===== src/rtl/t1pc_pkg.sv =====
package t1pc_pkg;
  // One slot as it travels through the channel delay
  typedef struct packed {
    logic dat;
    logic sof;
    logic mfl;
  } t1pc_slot_t;

  localparam int unsigned SLOT_W = $bits(t1pc_slot_t);
endpackage


===== src/rtl/t1pc_pos_track.sv =====
// Tracks the slot position inside a frame; resync on the frame marker
module t1pc_pos_track #(
  parameter int unsigned CH_NUM  = 24,
  parameter int unsigned CH_BITS = 8,
  localparam int unsigned FRAME_BITS = CH_NUM * CH_BITS + 1,
  localparam int unsigned PW = $clog2(FRAME_BITS),
  localparam int unsigned BW = $clog2(CH_BITS),
  localparam int unsigned CW = $clog2(CH_NUM)
) (
  input  logic          clk,
  input  logic          rst_n,
  input  logic          en_i,
  input  logic          sof_i,
  output logic          fbit_o,
  output logic [CW-1:0] chan_o,
  output logic [BW-1:0] bit_o,
  output logic          last_o
);
  logic [PW-1:0] cnt_q, cnt_d, cur, pm1;

  always_comb begin
    if (sof_i)                              cur = '0;
    else if (cnt_q == PW'(FRAME_BITS - 1))  cur = '0;
    else                                    cur = cnt_q + PW'(1);
    pm1    = cur - PW'(1);
    fbit_o = (cur == '0);
    bit_o  = pm1[BW-1:0];
    chan_o = CW'(pm1 >> BW);
    last_o = !fbit_o && (bit_o == BW'(CH_BITS - 1));
    cnt_d  = en_i ? cur : cnt_q;
  end

  always_ff @(posedge clk or negedge rst_n) begin
    if (!rst_n) cnt_q <= PW'(FRAME_BITS - 1);
    else        cnt_q <= cnt_d;
  end
endmodule


===== src/rtl/t1pc_zero_detect.sv =====
// Decides per channel whether bit 7 must be stuffed
module t1pc_zero_detect #(
  parameter int unsigned CH_NUM  = 24,
  parameter int unsigned CH_BITS = 8,
  localparam int unsigned BW = $clog2(CH_BITS),
  localparam int unsigned CW = $clog2(CH_NUM)
) (
  input  logic              clk,
  input  logic              rst_n,
  input  logic              en_i,
  input  logic              data_i,
  input  logic              fbit_i,
  input  logic [CW-1:0]     chan_i,
  input  logic [BW-1:0]     bit_i,
  input  logic              last_i,
  input  logic              zs_en_i,
  input  logic              stuff_all_i,
  input  logic [CH_NUM-1:0] mask_i,
  input  logic              yel_b2_i,
  output logic              stuff_o
);
  logic any_q, any_d, any_now, d_eff, sel;
  logic stuff_q, stuff_d;

  always_comb begin
    // bit 2 (index 1) counts as zero while the bit-2 yellow encoding runs
    d_eff   = data_i & ~(yel_b2_i && (bit_i == BW'(1)));
    any_now = (bit_i == '0) ? d_eff : (any_q | d_eff);
    sel     = stuff_all_i | ((32'(chan_i) < CH_NUM) ? mask_i[chan_i] : 1'b0);
    any_d   = any_q;
    stuff_d = stuff_q;
    if (en_i && !fbit_i) begin
      any_d = any_now;
      if (last_i) stuff_d = zs_en_i && sel && !any_now;
    end
  end

  always_ff @(posedge clk or negedge rst_n) begin
    if (!rst_n) begin
      any_q   <= 1'b0;
      stuff_q <= 1'b0;
    end else begin
      any_q   <= any_d;
      stuff_q <= stuff_d;
    end
  end

  assign stuff_o = stuff_q;


  no_stuff_when_off_chk: assert property (@(posedge clk) disable iff (!rst_n)
    (en_i && last_i && !zs_en_i) |=> !stuff_q);
endmodule


===== src/rtl/t1pc_delay_line.sv =====
// One-channel slot delay so a whole channel is seen before bit 7 leaves
module t1pc_delay_line #(
  parameter int unsigned DEPTH = 8,
  parameter int unsigned W     = 3
) (
  input  logic         clk,
  input  logic         rst_n,
  input  logic         en_i,
  input  logic [W-1:0] din_i,
  output logic [W-1:0] dout_o
);
  logic [W-1:0] stg_q [DEPTH];
  logic [W-1:0] stg_d [DEPTH];

  for (genvar i = 0; i < DEPTH; i++) begin : g_stage
    if (i == 0) begin : g_head
      assign stg_d[i] = en_i ? din_i : stg_q[i];
    end else begin : g_body
      assign stg_d[i] = en_i ? stg_q[i-1] : stg_q[i];
    end
    always_ff @(posedge clk or negedge rst_n) begin
      if (!rst_n) stg_q[i] <= '0;
      else        stg_q[i] <= stg_d[i];
    end
  end

  assign dout_o = stg_q[DEPTH-1];
endmodule


===== src/rtl/t1pc_out_stage.sv =====
// Applies alarms and stuffing, registers the line bit and channel clock
module t1pc_out_stage #(
  parameter int unsigned CH_BITS = 8,
  localparam int unsigned BW = $clog2(CH_BITS)
) (
  input  logic          clk,
  input  logic          rst_n,
  input  logic          en_i,
  input  logic          dat_i,
  input  logic          mfl_i,
  input  logic          fbit_i,
  input  logic [BW-1:0] bit_i,
  input  logic          stuff_i,
  input  logic          yel_en_i,
  input  logic          yel_sbit_i,
  input  logic          blue_i,
  output logic          data_o,
  output logic          chclk_o
);
  logic dat_nxt, clk_nxt, data_q, data_d, chclk_q, chclk_d;

  always_comb begin
    dat_nxt = dat_i;
    if (fbit_i) begin
      if (yel_en_i && yel_sbit_i && mfl_i) dat_nxt = 1'b1;
    end else begin
      if (yel_en_i && !yel_sbit_i && (bit_i == BW'(1))) dat_nxt = 1'b0;
      if (stuff_i && (bit_i == BW'(CH_BITS - 2)))       dat_nxt = 1'b1;
    end
    if (blue_i) dat_nxt = 1'b1;
    clk_nxt = !fbit_i && (bit_i == BW'(CH_BITS - 1));
    data_d  = en_i ? dat_nxt : data_q;
    chclk_d = en_i ? clk_nxt : chclk_q;
  end

  always_ff @(posedge clk or negedge rst_n) begin
    if (!rst_n) begin
      data_q  <= 1'b0;
      chclk_q <= 1'b0;
    end else begin
      data_q  <= data_d;
      chclk_q <= chclk_d;
    end
  end

  assign data_o  = data_q;
  assign chclk_o = chclk_q;


  blue_ones_chk: assert property (@(posedge clk) disable iff (!rst_n)
    (en_i && blue_i) |=> data_o);

  yel_bit2_zero_chk: assert property (@(posedge clk) disable iff (!rst_n)
    (en_i && !blue_i && yel_en_i && !yel_sbit_i && !fbit_i && bit_i == BW'(1)) |=> !data_o);

  yel_sbit_one_chk: assert property (@(posedge clk) disable iff (!rst_n)
    (en_i && fbit_i && yel_en_i && yel_sbit_i && mfl_i) |=> data_o);

  chclk_single_chk: assert property (@(posedge clk) disable iff (!rst_n)
    (en_i && chclk_o) |=> !chclk_o);

  hold_idle_chk: assert property (@(posedge clk) disable iff (!rst_n)
    !en_i |=> ($stable(data_o) && $stable(chclk_o)));
endmodule


===== src/rtl/t1_tx_conditioner.sv =====
module t1_tx_conditioner
  import t1pc_pkg::*;
#(
  parameter int unsigned CH_NUM  = 24,
  parameter int unsigned CH_BITS = 8,
  localparam int unsigned BW = $clog2(CH_BITS),
  localparam int unsigned CW = $clog2(CH_NUM)
) (
  input  logic              clk,
  input  logic              rst_n,
  input  logic              bit_en_i,
  input  logic              data_i,
  input  logic              sof_i,
  input  logic              mf_last_i,
  input  logic              zs_en_i,
  input  logic              stuff_all_i,
  input  logic [CH_NUM-1:0] stuff_mask_i,
  input  logic              yel_en_i,
  input  logic              yel_sbit_i,
  input  logic              blue_i,
  output logic              data_o,
  output logic              chclk_o
);
  logic [1:0] rst_sync_q;
  logic       rst_n_int;

  always_ff @(posedge clk or negedge rst_n) begin
    if (!rst_n) rst_sync_q <= 2'b00;
    else        rst_sync_q <= {rst_sync_q[0], 1'b1};
  end
  assign rst_n_int = rst_sync_q[1];

  logic          i_fbit, i_last;
  logic [CW-1:0] i_chan;
  logic [BW-1:0] i_bit;
  logic          stuff;

  t1pc_pos_track #(.CH_NUM(CH_NUM), .CH_BITS(CH_BITS)) u_in_pos (
    .clk(clk), .rst_n(rst_n_int), .en_i(bit_en_i), .sof_i(sof_i),
    .fbit_o(i_fbit), .chan_o(i_chan), .bit_o(i_bit), .last_o(i_last));

  t1pc_zero_detect #(.CH_NUM(CH_NUM), .CH_BITS(CH_BITS)) u_zero (
    .clk(clk), .rst_n(rst_n_int), .en_i(bit_en_i), .data_i(data_i),
    .fbit_i(i_fbit), .chan_i(i_chan), .bit_i(i_bit), .last_i(i_last),
    .zs_en_i(zs_en_i), .stuff_all_i(stuff_all_i), .mask_i(stuff_mask_i),
    .yel_b2_i(yel_en_i && !yel_sbit_i), .stuff_o(stuff));

  t1pc_slot_t slot_in, slot_out;
  assign slot_in = '{dat: data_i, sof: sof_i, mfl: mf_last_i};

  t1pc_delay_line #(.DEPTH(CH_BITS), .W(SLOT_W)) u_dly (
    .clk(clk), .rst_n(rst_n_int), .en_i(bit_en_i),
    .din_i(slot_in), .dout_o(slot_out));

  logic          o_fbit, o_last_unused;
  logic [CW-1:0] o_chan_unused;
  logic [BW-1:0] o_bit;

  t1pc_pos_track #(.CH_NUM(CH_NUM), .CH_BITS(CH_BITS)) u_out_pos (
    .clk(clk), .rst_n(rst_n_int), .en_i(bit_en_i), .sof_i(slot_out.sof),
    .fbit_o(o_fbit), .chan_o(o_chan_unused), .bit_o(o_bit), .last_o(o_last_unused));

  t1pc_out_stage #(.CH_BITS(CH_BITS)) u_out (
    .clk(clk), .rst_n(rst_n_int), .en_i(bit_en_i),
    .dat_i(slot_out.dat), .mfl_i(slot_out.mfl), .fbit_i(o_fbit), .bit_i(o_bit),
    .stuff_i(stuff), .yel_en_i(yel_en_i), .yel_sbit_i(yel_sbit_i), .blue_i(blue_i),
    .data_o(data_o), .chclk_o(chclk_o));
endmodule


===== config.mk =====
export PLATFORM = sky130hd
export DESIGN_NAME = t1_tx_conditioner
export DESIGN_NICKNAME = d
export VERILOG_FILES = /design/src/rtl/t1pc_pkg.sv /design/src/rtl/t1pc_pos_track.sv /design/src/rtl/t1pc_zero_detect.sv /design/src/rtl/t1pc_delay_line.sv /design/src/rtl/t1pc_out_stage.sv /design/src/rtl/t1_tx_conditioner.sv
export SDC_FILE = /design/constraint.sdc
export NUM_CORES = 1
export LEC_CHECK = 0
export BUFFER_PORTS_ARGS = -buffer_cell sky130_fd_sc_hd__buf_4
export CAP_MARGIN = 20
export CELL_PAD_IN_SITES_DETAIL_PLACEMENT = 0
export CELL_PAD_IN_SITES_GLOBAL_PLACEMENT = 1
export CORE_MARGIN = 2
export CORE_UTILIZATION = 45
export CTS_CLUSTER_DIAMETER = 80
export DETAILED_ROUTE_END_ITERATION = 10
export HOLD_SLACK_MARGIN = 0.1
export PLACE_DENSITY = 0.86
export SLEW_MARGIN = 10
export SYNTH_ARGS = -nofsm -noshare
export SYNTH_HDL_FRONTEND = slang
export SYNTH_SLANG_ARGS = --single-unit
export TNS_END_PERCENT = 30

===== constraint.sdc =====
create_clock -name clk -period 1.6 [get_ports clk]
set_input_delay 0.08 -clock clk [delete_from_list [all_inputs] [get_ports clk]]
set_output_delay 0.08 -clock clk [all_outputs]
set_load 0.01 [all_outputs]

### Yosys cells after proc, flatten, opt, wreduce, memory -nomap -nowiden

Cells that the tools add are included.

| word-level totals | value |
|---|---|
| flip-flop bits (word level) | 46 |
| output and inout port bits | 2 |
| input bits | 35 |
| word-level logic and storage cells | 64 |

| operators by class | value |
|---|---|
| muxes and demuxes | 13 |
| $add $sub $neg | 4 |
| $lt $le $gt $ge | 2 |
| eq/ne operators | 7 |
| reduce and logical (&&, ||, !) cells | 19 |
| bitwise gates (word level) | 4 |

Operators with widths:

| kind | count |
|---|---|
| 8-bit two-way mux | 4 |
| 8-bit by 1-bit adder with 8-bit output (second input constant) | 2 |
| 8-bit == test (second input constant) | 2 |
| 8-bit zero test | 2 |
| 1-bit logical AND | 11 |
| 3-bit == test (second input constant) | 3 |
| 1-bit two-way mux | 8 |
| 8-bit by 1-bit subtractor with 8-bit output (second input constant) | 1 |
| 3-bit by 1-bit == test with 1-bit output (second input constant) | 2 |
| 5-bit by 6-bit less-than comparator with 1-bit output (second input constant) | 1 |
| 1-bit binary-select mux with 5-bit select | 1 |
| 5-bit less-than comparator (second input constant) | 1 |
| 1-bit zero test | 4 |
| 3-bit zero test | 1 |
| 3-bit by 1-bit subtractor with 3-bit output (second input constant) | 1 |
| 1-bit bitwise OR | 2 |
| 2-bit AND reduction | 1 |
| 1-bit bitwise AND | 1 |
| 1-bit NOT | 1 |

### Logic depth before layout (Yosys ltp)

Gate-level depths: netlist of the first run.

| depth | value |
|---|---|
| word-level depth | 12 |
| gate-level depth with buffers | 12 |
| depth with buffers taken out | 11 |

### Hierarchy

A second synthesis of the first run with hierarchy kept.

| second synthesis, totals | value |
|---|---|
| cells, all modules | 321 |
| area total of the unflattened synthesis | 3329.4 sq um |

By module, submodules not included:

| module | area an instance (sq um) | cells an instance | sequential area each (sq um) | times used |
|---|---|---|---|---|
| t1pc_pos_track | 882.1 | 109 | 202.7 | 2 |
| t1pc_delay_line | 1019.7 | 54 | 600.6 | 1 |
| t1pc_zero_detect | 341.6 | 34 | 50.0 | 1 |
| t1pc_out_stage | 136.4 | 11 | 50.0 | 1 |
| t1_tx_conditioner | 67.6 | 4 | 50.0 | 1 |

### Worst setup path after synthesis of the first run

Ideal clock, no wire load.

| timing | value |
|---|---|
| path type | register to register |
| start | register u_in_pos.cnt_q[0] |
| end | register u_zero.stuff_q (netlist: u_zero.stuff_o) |
| stages on the path, launching flop included | 13 |
| data arrival time | 2.523 ns |
| required time | 1.469 ns |
| setup time | 0.131 ns |
| path buffers | 1 |
| setup slack | -1.054 ns |
| period minus slack after synthesis | 2.654 ns |
| path through | dfrtp_1 buf_2 inv_1 ha_1 or4b_4 or3_1 o311a_1 o21ai_0 a21boi_1 o32ai_2 nor3_1 nor4_1 a31oi_1 |

| on the way | value |
|---|---|
| longest elaborated chain between the ends | 12 |
| elaborated cells on any way between the ends | 26 |
| classes of those cells | add/sub: 2; order compare: 1; eq/ne: 3; mux: 6; bitwise: 4; reduce/logical: 10 |

RTL lines:

| item | RTL line | text |
|---|---|---|
| start, declared | t1pc_pos_track.sv:19 | `logic [PW-1:0] cnt_q, cnt_d, cur, pm1;` |
| start signal, assigned | t1pc_pos_track.sv:34 | `if (!rst_n) cnt_q <= PW'(FRAME_BITS - 1);` |
| start signal, assigned | t1pc_pos_track.sv:35 | `else cnt_q <= cnt_d;` |
| 8-bit by 1-bit adder with 8-bit output / 8-bit == test (equally long branches) | t1pc_pos_track.sv:24, t1pc_pos_track.sv:23 |  |
| 8-bit two-way mux * | t1pc_pos_track.sv:23 | `else if (cnt_q == PW'(FRAME_BITS - 1)) cur = '0;` |
| 8-bit two-way mux * | t1pc_pos_track.sv:22 | `if (sof_i) cur = '0;` |
| parallel branches: the longest is 9 deep, another holds 8-bit by 1-bit subtractor with 8-bit output | - |  |
| end signal, assigned | t1pc_zero_detect.sv:44 | `stuff_q <= stuff_d;` |
| end, declared | t1pc_zero_detect.sv:23 | `logic stuff_q, stuff_d;` |

Every way passes the cells marked *. The select of a mux whose other input is x is not followed.
A chain may end at the register's enable or synchronous reset.

### Worst setup path in the final report of the first run

Same ends and word-level chain as after synthesis.

==> key figures, run 1 <==
Outcome
  • Status: finished with violations
  • Violated checks: negative setup slack

Global route
  • Vias in the first global route: 2623
  • Grt ovf: 0
  • GRT Total Usage: 0.2172
  • Largest net degree at the start of global routing: 41
  • First-pass GRT wire length: 12480 um
  • Initial antenna violation count: 0

Clock network
  • Reg clk slew, reported paths: 0.09 ns
  • CTS tree: done
  • H-tree depth: 2
  • Root Buffer: clkbuf_8
  • Clk_lat worst skew: 0.30 ns
  • TritonCTS buffer count: 5
  • Max Buffers Root-to-Sink: 2
  • Clock sinks: 46

STA
  • Final setup viols: 15
  • RSZ-0062 raised after global routing: yes
  • Setup Skew: 0.01033 ns
  • Final worst setup slack: -1.107 ns
  • Period minus WS final: 2.707 ns
  • Fmax: 0.3694 GHz
  • Final period utilization: 1.692
  • Final Max Slew Viols: 0
  • Final hold violation count: 0

Die
  • Die height: 84.01 um
  • CORE AREA: 6277 sq um
  • Die Area: 7057 sq um
  • Initial core utilization: 0.4588
  • Site Rows: 29
  • Die width: 84.01 um
  • Boundary pin count: 37

Worst setup path
  • CP max stage cell: or4b_4
  • Crit Path Max Fanout: 7
  • Critical-path cell list: inv_4 > ha_4 > or4b_4 > o21ai_4 > o21a_4 > xnor2_2 > a21boi_1 > o32ai_2 > nor3_1 > nor4_1 > a31oi_1
  • Arrival @ worst endpoint: 2.88 ns
  • Max incr delay on CP: 0.51 ns
  • Critical path launch point type: register
  • Crit Path Class: reg2reg
  • Worst endpoint required time: 1.77 ns
  • Crit. End Element: register

Drt
  • Vias/cell: 5.575
  • WL final: 7647 um
  • DRC viols: 0
  • DR pass1 iterations: 4
  • Post-DR wirelength/cell: 15.70 um
  • Via count: 2715
  • DRT iter0 DRCs: 157
  • Post-route ant nets: 0

Placement
  • Hpwl dp: 5469 um
  • Placed Area: 3790 sq um
  • PortBufs: 36
  • RePlAce Congestion: 0.8730
  • Pre-CTS WS: -1.100 ns

Cells and area
  • Net count, final: 448
  • Syn-to-layout area delta: 45.61%
  • Fill cell count: 486
  • Layout cells sized above 1: 0.4878
  • N_diodes: 0
  • Design Area, Final: 4194 sq um

Power and ir drop
  • Max VDD drop: 0.001026 V
  • PwrDens: 1017 nW/um^2
  • Total chip power: 4.264 mW
  • Lkg Pwr: 1.865 nW

Synthesis
  • Yosys Warn Count: 0
  • Adder-Cell Fraction of Synth Area: 0.01738
  • Synthesized area: 2880 sq um
  • Sequential area share after synthesis: 0.4014
  • Post-synth top flop: dfrtp_1
  • Xor and xnor fraction of the mapped netlist area: 0.02693
  • Post-synth EDFFs: 0
  • Proportion of synthesized area in mux cells: 0.1464
  • Instance count of the mapped netlist: 298
  • Yosys cell types: 65
  • Syn nets: 337
  • Largest family of logic cells by synthesized area: compound AO/OA/AOI/OAI gates
  • Syn Area/Cell: 9.665 sq um
  • Flops & latches, synth: 46
  • Synth Area in Compound Gates: 0.1937
  • Fraction of the mapped netlist area in simple logic gates: 0.1733
  • Ys async rst share: 1.000

Job
  • Max Cap Viol: 0

Worst hold path
  • HP Class: in2async
[flip-flops by register name, indices dropped and copies added, names as in the netlist]
register / flops
rst_sync_q: 2
u_dly.dout_o: 3
u_dly.stg_q: 21
u_in_pos.cnt_q: 8
u_out.chclk_o: 1
u_out.data_o: 1
u_out_pos.cnt_q: 8
u_zero.any_q: 1
u_zero.stuff_o: 1
[critical path, delay by kind of cell (launching register included)]
kind                     cells  cell delay (ns)
adder cells (fa/ha/maj)      1             0.12
AO/OA/AOI/OAI                5             1.03
AND/OR/NAND/NOR              3             0.76
buffers and inverters        1             0.08
XOR/XNOR                     1             0.13
flip-flops                   1             0.43
[area by class of cell]
type                            count  area (sq um)  share of cell area
Multi-Input combinational cell    225          1804              0.4302
Clock inverter                      3         43.79             0.01044
Inverter                           11         43.79             0.01044
Tap cell                           77         96.34             0.02297
Timing Repair Buffer              120         979.7              0.2336
Sequential cell                    46          1157              0.2760
Clock buffer                        5         68.82             0.01641
[cell usage after synthesis (all sizes together) (3+ instances only)]
cell type | number | area (sq um)
o31ai | 6 | 45.04
nand2 | 24 | 90.09
nor3 | 6 | 30.03
mux2i | 8 | 83.83
ha | 4 | 50.05
mux2 | 30 | 337.8
dfrtp | 42 | 1051
xnor2 | 4 | 42.55
a31oi | 3 | 18.77
xor2 | 4 | 35.03
nor2b | 3 | 18.77
a21oi | 14 | 73.82
a211oi | 3 | 22.52
o21ai | 25 | 136.4
buf | 8 | 42.54
o22ai | 4 | 25.02
nor2 | 16 | 62.56
or3 | 3 | 18.77
nor3b | 3 | 27.52
dfstp | 4 | 105.1
clkbuf | 8 | 30.03
nand3 | 19 | 95.09
and3 | 9 | 56.30
inv | 10 | 37.54
[worst paths after layout]
kind | to | from | depth (start not counted) | slack [ns]
worst max register to register | u_zero.stuff_o$_DFFE_PN0P_ | u_in_pos.cnt_q[0]$_DFFE_PN0P_ | 11 | -1.11
max in group asynchronous | u_in_pos.cnt_q[6]$_DFFE_PN1P_ | rst_sync_q[1]$_DFF_PN0_ | 1 | 0.85
worst max-delay path | u_zero.stuff_o$_DFFE_PN0P_ | u_in_pos.cnt_q[0]$_DFFE_PN0P_ | 11 | -1.11
worst min register to register | u_dly.dout_o[2]$_DFFE_PN0P_ | rst_sync_q[1]$_DFF_PN0_ | 0 | 0.19
worst min-delay path | rst_sync_q[1]$_DFF_PN0_ | rst_n | 2 | 0.11
min in group clk | u_in_pos.cnt_q[1]$_DFFE_PN0P_ | bit_en_i | 2 | 0.16
[stage by stage]
stage	utilization	instances	hold slack [ns]	setup TNS, ns
after global placement	0.6037	468	-0.1376	-5.080
after global routing	0.6681	487	0.1282	-6.588
after floorplan	-	298	-0.2156	-4.072
after detailed placement	0.6037	468	-0.1326	-5.785
after CTS	0.6540	486	0.1047	-4.997
final	0.6681	487	0.1136	-5.098
[cell families after synthesis]
family | count (synthesis)
flip-flops | 46
other | 1
AO/OA/AOI/OAI | 78
AND/OR/NAND/NOR | 96
adder cells (fa/ha/maj) | 4
multiplexers | 38
XOR/XNOR | 8
buffers and inverters | 27
[placed cells by master, fill, tap and decap left out, types with 3 or more instances in the layout]
master,instances
buf_4,102
dfrtp_1,41
mux2_2,27
nand2_1,22
nand3_1,17
o21ai_0,16
nor2_1,13
a21oi_1,12
buf_6,11
inv_1,8
mux2i_1,7
nor3_1,6
o21ai_1,6
clkbuf_8,5
dlygate4sd3_1,5
o31ai_1,4
and3_1,4
xor2_1,4
and3_4,4
o22ai_1,4
dfstp_2,4
xnor2_1,3
nor2_4,3
mux2_4,3
nor3b_2,3
a211oi_1,3
a31oi_1,3
[power by group]
part           leakage, nW  switching [mW]  internal, mW  total, mW
registers            0.557           0.181          1.41       1.59
clock network       0.0585           0.399         0.468      0.867
logic                 1.25           0.805         0.998       1.80
total                 1.87            1.38          2.88       4.26
[layer usage]
metal	track usage	share of wire	vias up
li1	-	-	1330
met1	0.2997	0.45	1339
met2	0.3673	0.51	39
met3	0.02967	0.028	7
met4	0.04399	0.0069	0
met5	0	0	-
[timing repair]
item,4_1_cts,5_1_grt
endpoints found under the hold margin,6,0
hold buffers,5,0
setup buffers,6,1
resized for setup,29,21
endpoints found under the setup margin,18,19
pin swaps,8,5
Power figures use the tool's default switching activity.
==> inputs of run 2 (changes only) <==
--- a/config.mk
+++ b/config.mk
@@ -9,7 +9,7 @@
 export CAP_MARGIN = 20
 export CELL_PAD_IN_SITES_DETAIL_PLACEMENT = 0
 export CELL_PAD_IN_SITES_GLOBAL_PLACEMENT = 1
-export CORE_MARGIN = 2
+export CORE_MARGIN = 4
 export CORE_UTILIZATION = 45
 export CTS_CLUSTER_DIAMETER = 80
 export DETAILED_ROUTE_END_ITERATION = 10
==> key figures, run 2 (synthesis gave the netlist of run 1 again) <==
Clock network
  • H-tree depth: 2 (unchanged)
  • Max Buffers Root-to-Sink: 2 (unchanged)
  • Clk_lat worst skew: 0.30 ns (about the same)
  • Reg clk slew, reported paths: 0.08 ns (about the same)
  • Clock sinks: 46 (unchanged)
  • Root Buffer: clkbuf_8
  • CTS tree: done
  • TritonCTS buffer count: 5 (unchanged)

Cells and area
  • Net count, final: 448 (unchanged)
  • Non-filler cells in the finished layout: 485 (-0.41%)
  • N_diodes: 0 (unchanged)
  • Most flops, register: u_dly.stg_q
  • Biggest regs: u_dly.stg_q: 21 flops, u_in_pos.cnt_q: 8 flops, u_out_pos.cnt_q: 8 flops
  • Most common cell after layout, fill and taps aside: buf_4
  • Layout cells sized above 1: 0.5049 (+0.01707)
  • Most frequent cells in the layout: 106 x buf_4, 40 x dfrtp_1, 27 x mux2_2, 22 x nand2_1
  • Syn-to-layout area delta: 46.05%
  • Max reg flops: 21 (unchanged)

Placement
  • PortBufs: 36 (unchanged)
  • RePlAce Congestion: 0.8413 (-3.6%)
  • Hpwl dp: 5563 um (+1.7%)
  • Dpl cells: 468 (unchanged)

STA
  • Setup Skew: 0.01336 ns (+0.003027 ns)
  • RSZ-0062 raised after global routing: yes
  • Final hold violation count: 0 (unchanged)
  • Final worst setup slack: -1.088 ns (+0.01878 ns)
  • Final period utilization: 1.680 (-0.01174)
  • Final setup viols: 10 (-5)
  • Fmax: 0.3720 GHz (+0.70%)
  • Final Max Slew Viols: 0 (unchanged)
  • Relative slew slack: 0.6590
  • Slew @ Worst Pin: 0.5115 ns
  • Period minus WS final: 2.688 ns (-0.01878 ns)

Job
  • Max Cap Viol: 0 (unchanged)

Global route
  • First-pass GRT wire length: 12700 um (+1.8%)
  • Vias in the first global route: 2729 (+4.0%)
  • Initial antenna violation count: 0 (unchanged)
  • Largest net degree at the start of global routing: 42 (+2.4%)
  • Grt ovf: 0 (unchanged)
  • GRT Total Usage: 0.2061 (-0.01109)

Die
  • Site Rows: 28 (-3.4%)
  • Die Area: 7745 sq um (+9.7%)
  • CORE AREA: 6061 sq um (-3.4%)
  • Die width: 88.01 um (+4.8%)
  • Boundary pin count: 37 (unchanged)
  • Die height: 88.01 um (+4.8%)
  • Initial core utilization: 0.4752 (+0.01639)

Drt
  • WL met1: 3553 um (+2.4%)
  • DR top layer: met4
  • Vias/cell: 5.540 (-0.62%)
  • Met2 routed WL: 3766 um (-3.7%)
  • DRC viols: 0 (unchanged)
  • WL final: 7604 um (-0.56%)
  • Post-route ant nets: 0 (unchanged)
  • Met3 WL post-DR: 182 um (-15%)
  • Post-DR wirelength/cell: 15.68 um (-0.15%)
  • DRT iter0 DRCs: 164 (+4.5%)
  • Via count: 2687 (-1.0%)
  • DR pass1 iterations: 4 (unchanged)

Power and ir drop
  • PwrDens: 985.4 nW/um^2 (-3.1%)
  • Total chip power: 4.145 mW (-2.8%)
  • Max VDD drop: 0.0007094 V (-31%)
  • Lkg Pwr: 1.841 nW (-1.3%)

Worst hold path
  • HP Class: in2reg

Worst setup path
  • Crit. End Element: register
  • Worst endpoint required time: 1.78 ns (about the same)
  • Arrival @ worst endpoint: 2.87 ns (about the same)
  • Max incr delay on CP: 0.51 ns (about the same)
  • Critical path launch point type: register
  • Critical-path cell list: inv_4 > ha_4 > or4b_4 > o21ai_4 > o21a_4 > xnor2_4 > mux2i_2 > mux2_2 > o22ai_1 > o21ai_1 > a31oi_1
  • Crit Path Class: reg2reg
  • Crit Path Max Fanout: 7 (unchanged)
  • CP max stage cell: or4b_4

Outcome
  • Violated checks: negative setup slack
  • Status: finished with violations
==> run 2: worst paths after layout <==
check                                               from                             end  slack, ns  depth (start not counted)
min reg2reg                      rst_sync_q[1]$_DFF_PN0_  u_out_pos.cnt_q[1]$_DFFE_PN0P_       0.24                          0
max                        u_in_pos.cnt_q[0]$_DFFE_PN0P_      u_zero.stuff_o$_DFFE_PN0P_      -1.09                         11
max in group asynchronous        rst_sync_q[1]$_DFF_PN0_   u_in_pos.cnt_q[6]$_DFFE_PN1P_       0.77                          1
min                                             bit_en_i   u_in_pos.cnt_q[3]$_DFFE_PN0P_       0.16                          3
min in group asynchronous        rst_sync_q[1]$_DFF_PN0_  u_out_pos.cnt_q[1]$_DFFE_PN0P_       0.24                          0
max reg2reg                u_in_pos.cnt_q[0]$_DFFE_PN0P_      u_zero.stuff_o$_DFFE_PN0P_      -1.09                         11
==> run 2: what timing repair did <==
action                                 4_1_cts  5_1_grt
setup endpoints to repair                   18       19
pin swaps                                    8       12
hold buffers                                 6        0
buffers inserted                             1        3
resized for setup                           30       24
endpoints found under the hold margin        6        0
==> run 2: metrics by stage <==
step | util | instance area, sq um | setup WS [ns] | hold WS [ns] | setup TNS, ns
3_5_place_dp | 0.6274 | 3802 | -1.099 | -0.1333 | -5.587
3_3_place_gp | 0.6274 | 3802 | -1.040 | -0.1381 | -4.989
2_1_floorplan | - | 2929 | -0.9726 | -0.2156 | -4.072
5_1_grt | 0.6941 | 4207 | -1.217 | 0.1562 | -6.086
6_report | 0.6941 | 4207 | -1.088 | 0.1647 | -4.816
4_1_cts | 0.6738 | 4084 | -1.035 | 0.1472 | -4.708
==> run 2: power by group <==
group	internal (mW)	switching [mW]	total, mW
Clock	0.313	0.413	0.725
Sequential	1.41	0.174	1.59
Combinational	1.02	0.809	1.83
==> run 2: layer usage <==
metal,vias up,track usage
met2,41,0.3479
met3,10,0.03575
li1,1333,-
met1,1303,0.2734
met4,0,0.05439
met5,-,0
==> run 2: area by class of cell <==
class	instances	area [sq um]
Clock inverter	3	23.77
Multi-Input combinational cell	225	1854
Tap cell	75	93.84
Clock buffer	5	68.82
Fill cell	478	1854
Sequential cell	46	1159
Timing Repair Buffer	120	963.4
Inverter	11	43.79
==> run 2: worst max-delay path: cells and delay by family, from the launching register on <==
kind                     cells  cell delay, ns
adder cells (fa/ha/maj)      1            0.11
XOR/XNOR                     1            0.16
AND/OR/NAND/NOR              1            0.51
AO/OA/AOI/OAI                5            0.80
multiplexers                 2            0.46
buffers and inverters        1            0.07
flip-flops                   1            0.45
==> inputs of run 3 (changes only) <==
--- a/config.mk
+++ b/config.mk
@@ -15,6 +15,7 @@
 export DETAILED_ROUTE_END_ITERATION = 10
 export HOLD_SLACK_MARGIN = 0.1
 export PLACE_DENSITY = 0.86
+export SETUP_SLACK_MARGIN = 0.02
 export SLEW_MARGIN = 10
 export SYNTH_ARGS = -nofsm -noshare
 export SYNTH_HDL_FRONTEND = slang
==> key figures, run 3 (synthesis gave the netlist of run 1 again) <==
Drt
  • Via count: 2698 (+0.41%)
  • Post-DR wirelength/cell: 15.62 um (-0.37%)
  • Vias/cell: 5.563 (+0.41%)
  • DRT iter0 DRCs: 143 (-13%)
  • WL final: 7576 um (-0.37%)
  • DRC viols: 0 (unchanged)
  • Post-route ant nets: 0 (unchanged)
  • DR pass1 iterations: 4 (unchanged)

Global route
  • Vias in the first global route: 2727 (-0.073%)
  • Largest net degree at the start of global routing: 42 (unchanged)
  • Grt ovf: 0 (unchanged)
  • First-pass GRT wire length: 12700 um (unchanged)
  • GRT Total Usage: 0.2061 (unchanged)
  • Initial antenna violation count: 0 (unchanged)

STA
  • Fmax: 0.3716 GHz (-0.11%)
  • Final setup viols: 10 (unchanged)
  • Final hold violation count: 0 (unchanged)
  • Final Max Slew Viols: 0 (unchanged)
  • Final period utilization: 1.682 (+0.001812)
  • Slew @ Worst Pin: 0.5091 ns (-0.002441 ns)
  • RSZ-0062 raised after global routing: yes
  • Final worst setup slack: -1.091 ns (-0.002900 ns)
  • Setup Skew: 0.01214 ns (-0.001218 ns)
  • Period minus WS final: 2.691 ns (+0.002900 ns)
  • Relative slew slack: 0.6606 (+0.001627)
  • Hold WS: 0.1613 ns (-0.003465 ns)

Worst setup path
  • Arrival @ worst endpoint: 2.87 ns (about the same)
  • Worst endpoint required time: 1.78 ns (about the same)
  • Crit Path Class: reg2reg
  • Crit. End Element: register
  • Critical path launch point type: register
  • Crit Path Max Fanout: 7 (unchanged)

Power and ir drop
  • Lkg Pwr: 1.841 nW (about the same)
  • Max VDD drop: 0.0007091 V (about the same)
  • PwrDens: 986.8 nW/um^2 (+0.14%)

Cells and area
  • Most common cell after layout, fill and taps aside: buf_4
  • Max reg flops: 21 (unchanged)
  • Fill cell count: 479 (+0.21%)
  • Syn-to-layout area delta: 45.87%
  • Most frequent cells in the layout: 106 x buf_4, 40 x dfrtp_1, 27 x mux2_2, 22 x nand2_1, 17 x nand3_1
  • Biggest regs: u_dly.stg_q: 21 flops, u_in_pos.cnt_q: 8 flops, u_out_pos.cnt_q: 8 flops
  • Non-filler cells in the finished layout: 485 (unchanged)
  • Net count, final: 448 (unchanged)
  • N_diodes: 0 (unchanged)
  • Multi-input logic area: 1849 sq um (-0.27%)
  • Seq. cell area: 1159 sq um (unchanged)
  • Layout cells sized above 1: 0.5024 (-0.002439)
  • Most flops, register: u_dly.stg_q

Outcome
  • Status: finished with violations
  • Violated checks: negative setup slack

Placement
  • Dpl cells: 468 (unchanged)
  • PortBufs: 36 (unchanged)
  • Pre-CTS WS: -1.099 ns (unchanged)
  • RePlAce Congestion: 0.8413 (unchanged)
  • Hpwl dp: 5563 um (unchanged)

Clock network
  • H-tree depth: 2 (unchanged)
  • Reg clk slew, reported paths: 0.08 ns (about the same)
  • CTS tree: done
  • Max Buffers Root-to-Sink: 2 (unchanged)
  • Clk_lat worst skew: 0.30 ns (about the same)
  • Root Buffer: clkbuf_8
  • TritonCTS buffer count: 5 (unchanged)
  • Clock sinks: 46 (unchanged)

Die
  • Boundary pin count: 37 (unchanged)
  • CORE AREA: 6061 sq um (unchanged)
  • Die height: 88.01 um (unchanged)
  • Die Area: 7745 sq um (unchanged)
  • Initial core utilization: 0.4752 (unchanged)
  • Site Rows: 28 (unchanged)
  • Die width: 88.01 um (unchanged)

Worst hold path
  • HP Class: in2reg

Job
  • Max Cap Viol: 0 (unchanged)
==> run 3: through the flow <==
stage	cell area (sq um)	total power, mW	utilization	TNS (ns)
floorplan	2929	2.438	-	-4.072
global placement	3802	3.085	0.6274	-4.989
detailed placement	3802	3.144	0.6274	-5.587
CTS	4084	3.983	0.6738	-4.708
global route	4202	4.420	0.6932	-6.103
finish	4202	4.146	0.6932	-4.812
==> run 3: path summary, 6_finish.rpt <==
check                                         startpoint                             end  slack, ns  cells after the start
setup / recovery           u_in_pos.cnt_q[0]$_DFFE_PN0P_      u_zero.stuff_o$_DFFE_PN0P_      -1.09                     11
hold / removal                                  bit_en_i   u_in_pos.cnt_q[3]$_DFFE_PN0P_       0.16                      3
setup reg to reg           u_in_pos.cnt_q[0]$_DFFE_PN0P_      u_zero.stuff_o$_DFFE_PN0P_      -1.09                     11
hold reg to reg                  rst_sync_q[1]$_DFF_PN0_  u_out_pos.cnt_q[1]$_DFFE_PN0P_       0.24                      0
max in group asynchronous        rst_sync_q[1]$_DFF_PN0_   u_in_pos.cnt_q[6]$_DFFE_PN1P_       0.77                      1
min in group asynchronous        rst_sync_q[1]$_DFF_PN0_  u_out_pos.cnt_q[1]$_DFFE_PN0P_       0.24                      0
==> run 3: layout make-up <==
type                       instances  area share
clock inverter                     3    0.005658
multi-input combinational        225      0.4401
sequential                        46      0.2758
clock buffer                       5     0.01638
inverter                          11     0.01042
timing repair buffer             120      0.2293
tap                               75     0.02233
==> run 3: timing repair <==
item | CTS | global route
hold buffers | 6 | 0
pin swaps | 9 | 11
endpoints found under the hold margin | 6 | 0
buffers inserted | 1 | 3
resized for setup | 31 | 23
endpoints found under the setup margin | 19 | 19
==> run 3: power breakdown <==
| group | leakage, nW | internal (mW) | total, mW | switching [mW] |
|---|---|---|---|---|
| Clock | 0.0408 | 0.313 | 0.726 | 0.413 |
| Sequential | 0.556 | 1.41 | 1.59 | 0.174 |
| Combinational | 1.24 | 1.02 | 1.83 | 0.810 |
==> run 3: routing by layer <==
metal | vias to the layer above | track usage | share of wire | wire length [um]
met5 | - | 0 | 0 | 0
met4 | 0 | 0.05439 | 0.013 | 100
met3 | 10 | 0.03575 | 0.027 | 204
met2 | 43 | 0.3479 | 0.50 | 3797
met1 | 1312 | 0.2734 | 0.46 | 3474
li1 | 1333 | - | - | -
==> run 3: worst max-delay path, stage by stage, from the launching register on <==
cell and delay [ns]:
dfrtp_2 0.45, inv_4 0.07, ha_4 0.11, or4b_4 0.51, o21ai_4 0.27, o21a_4 0.25, xnor2_4 0.16, mux2i_2 0.27
mux2_2 0.19, o22ai_1 0.07, o21ai_1 0.14, a31oi_1 0.08
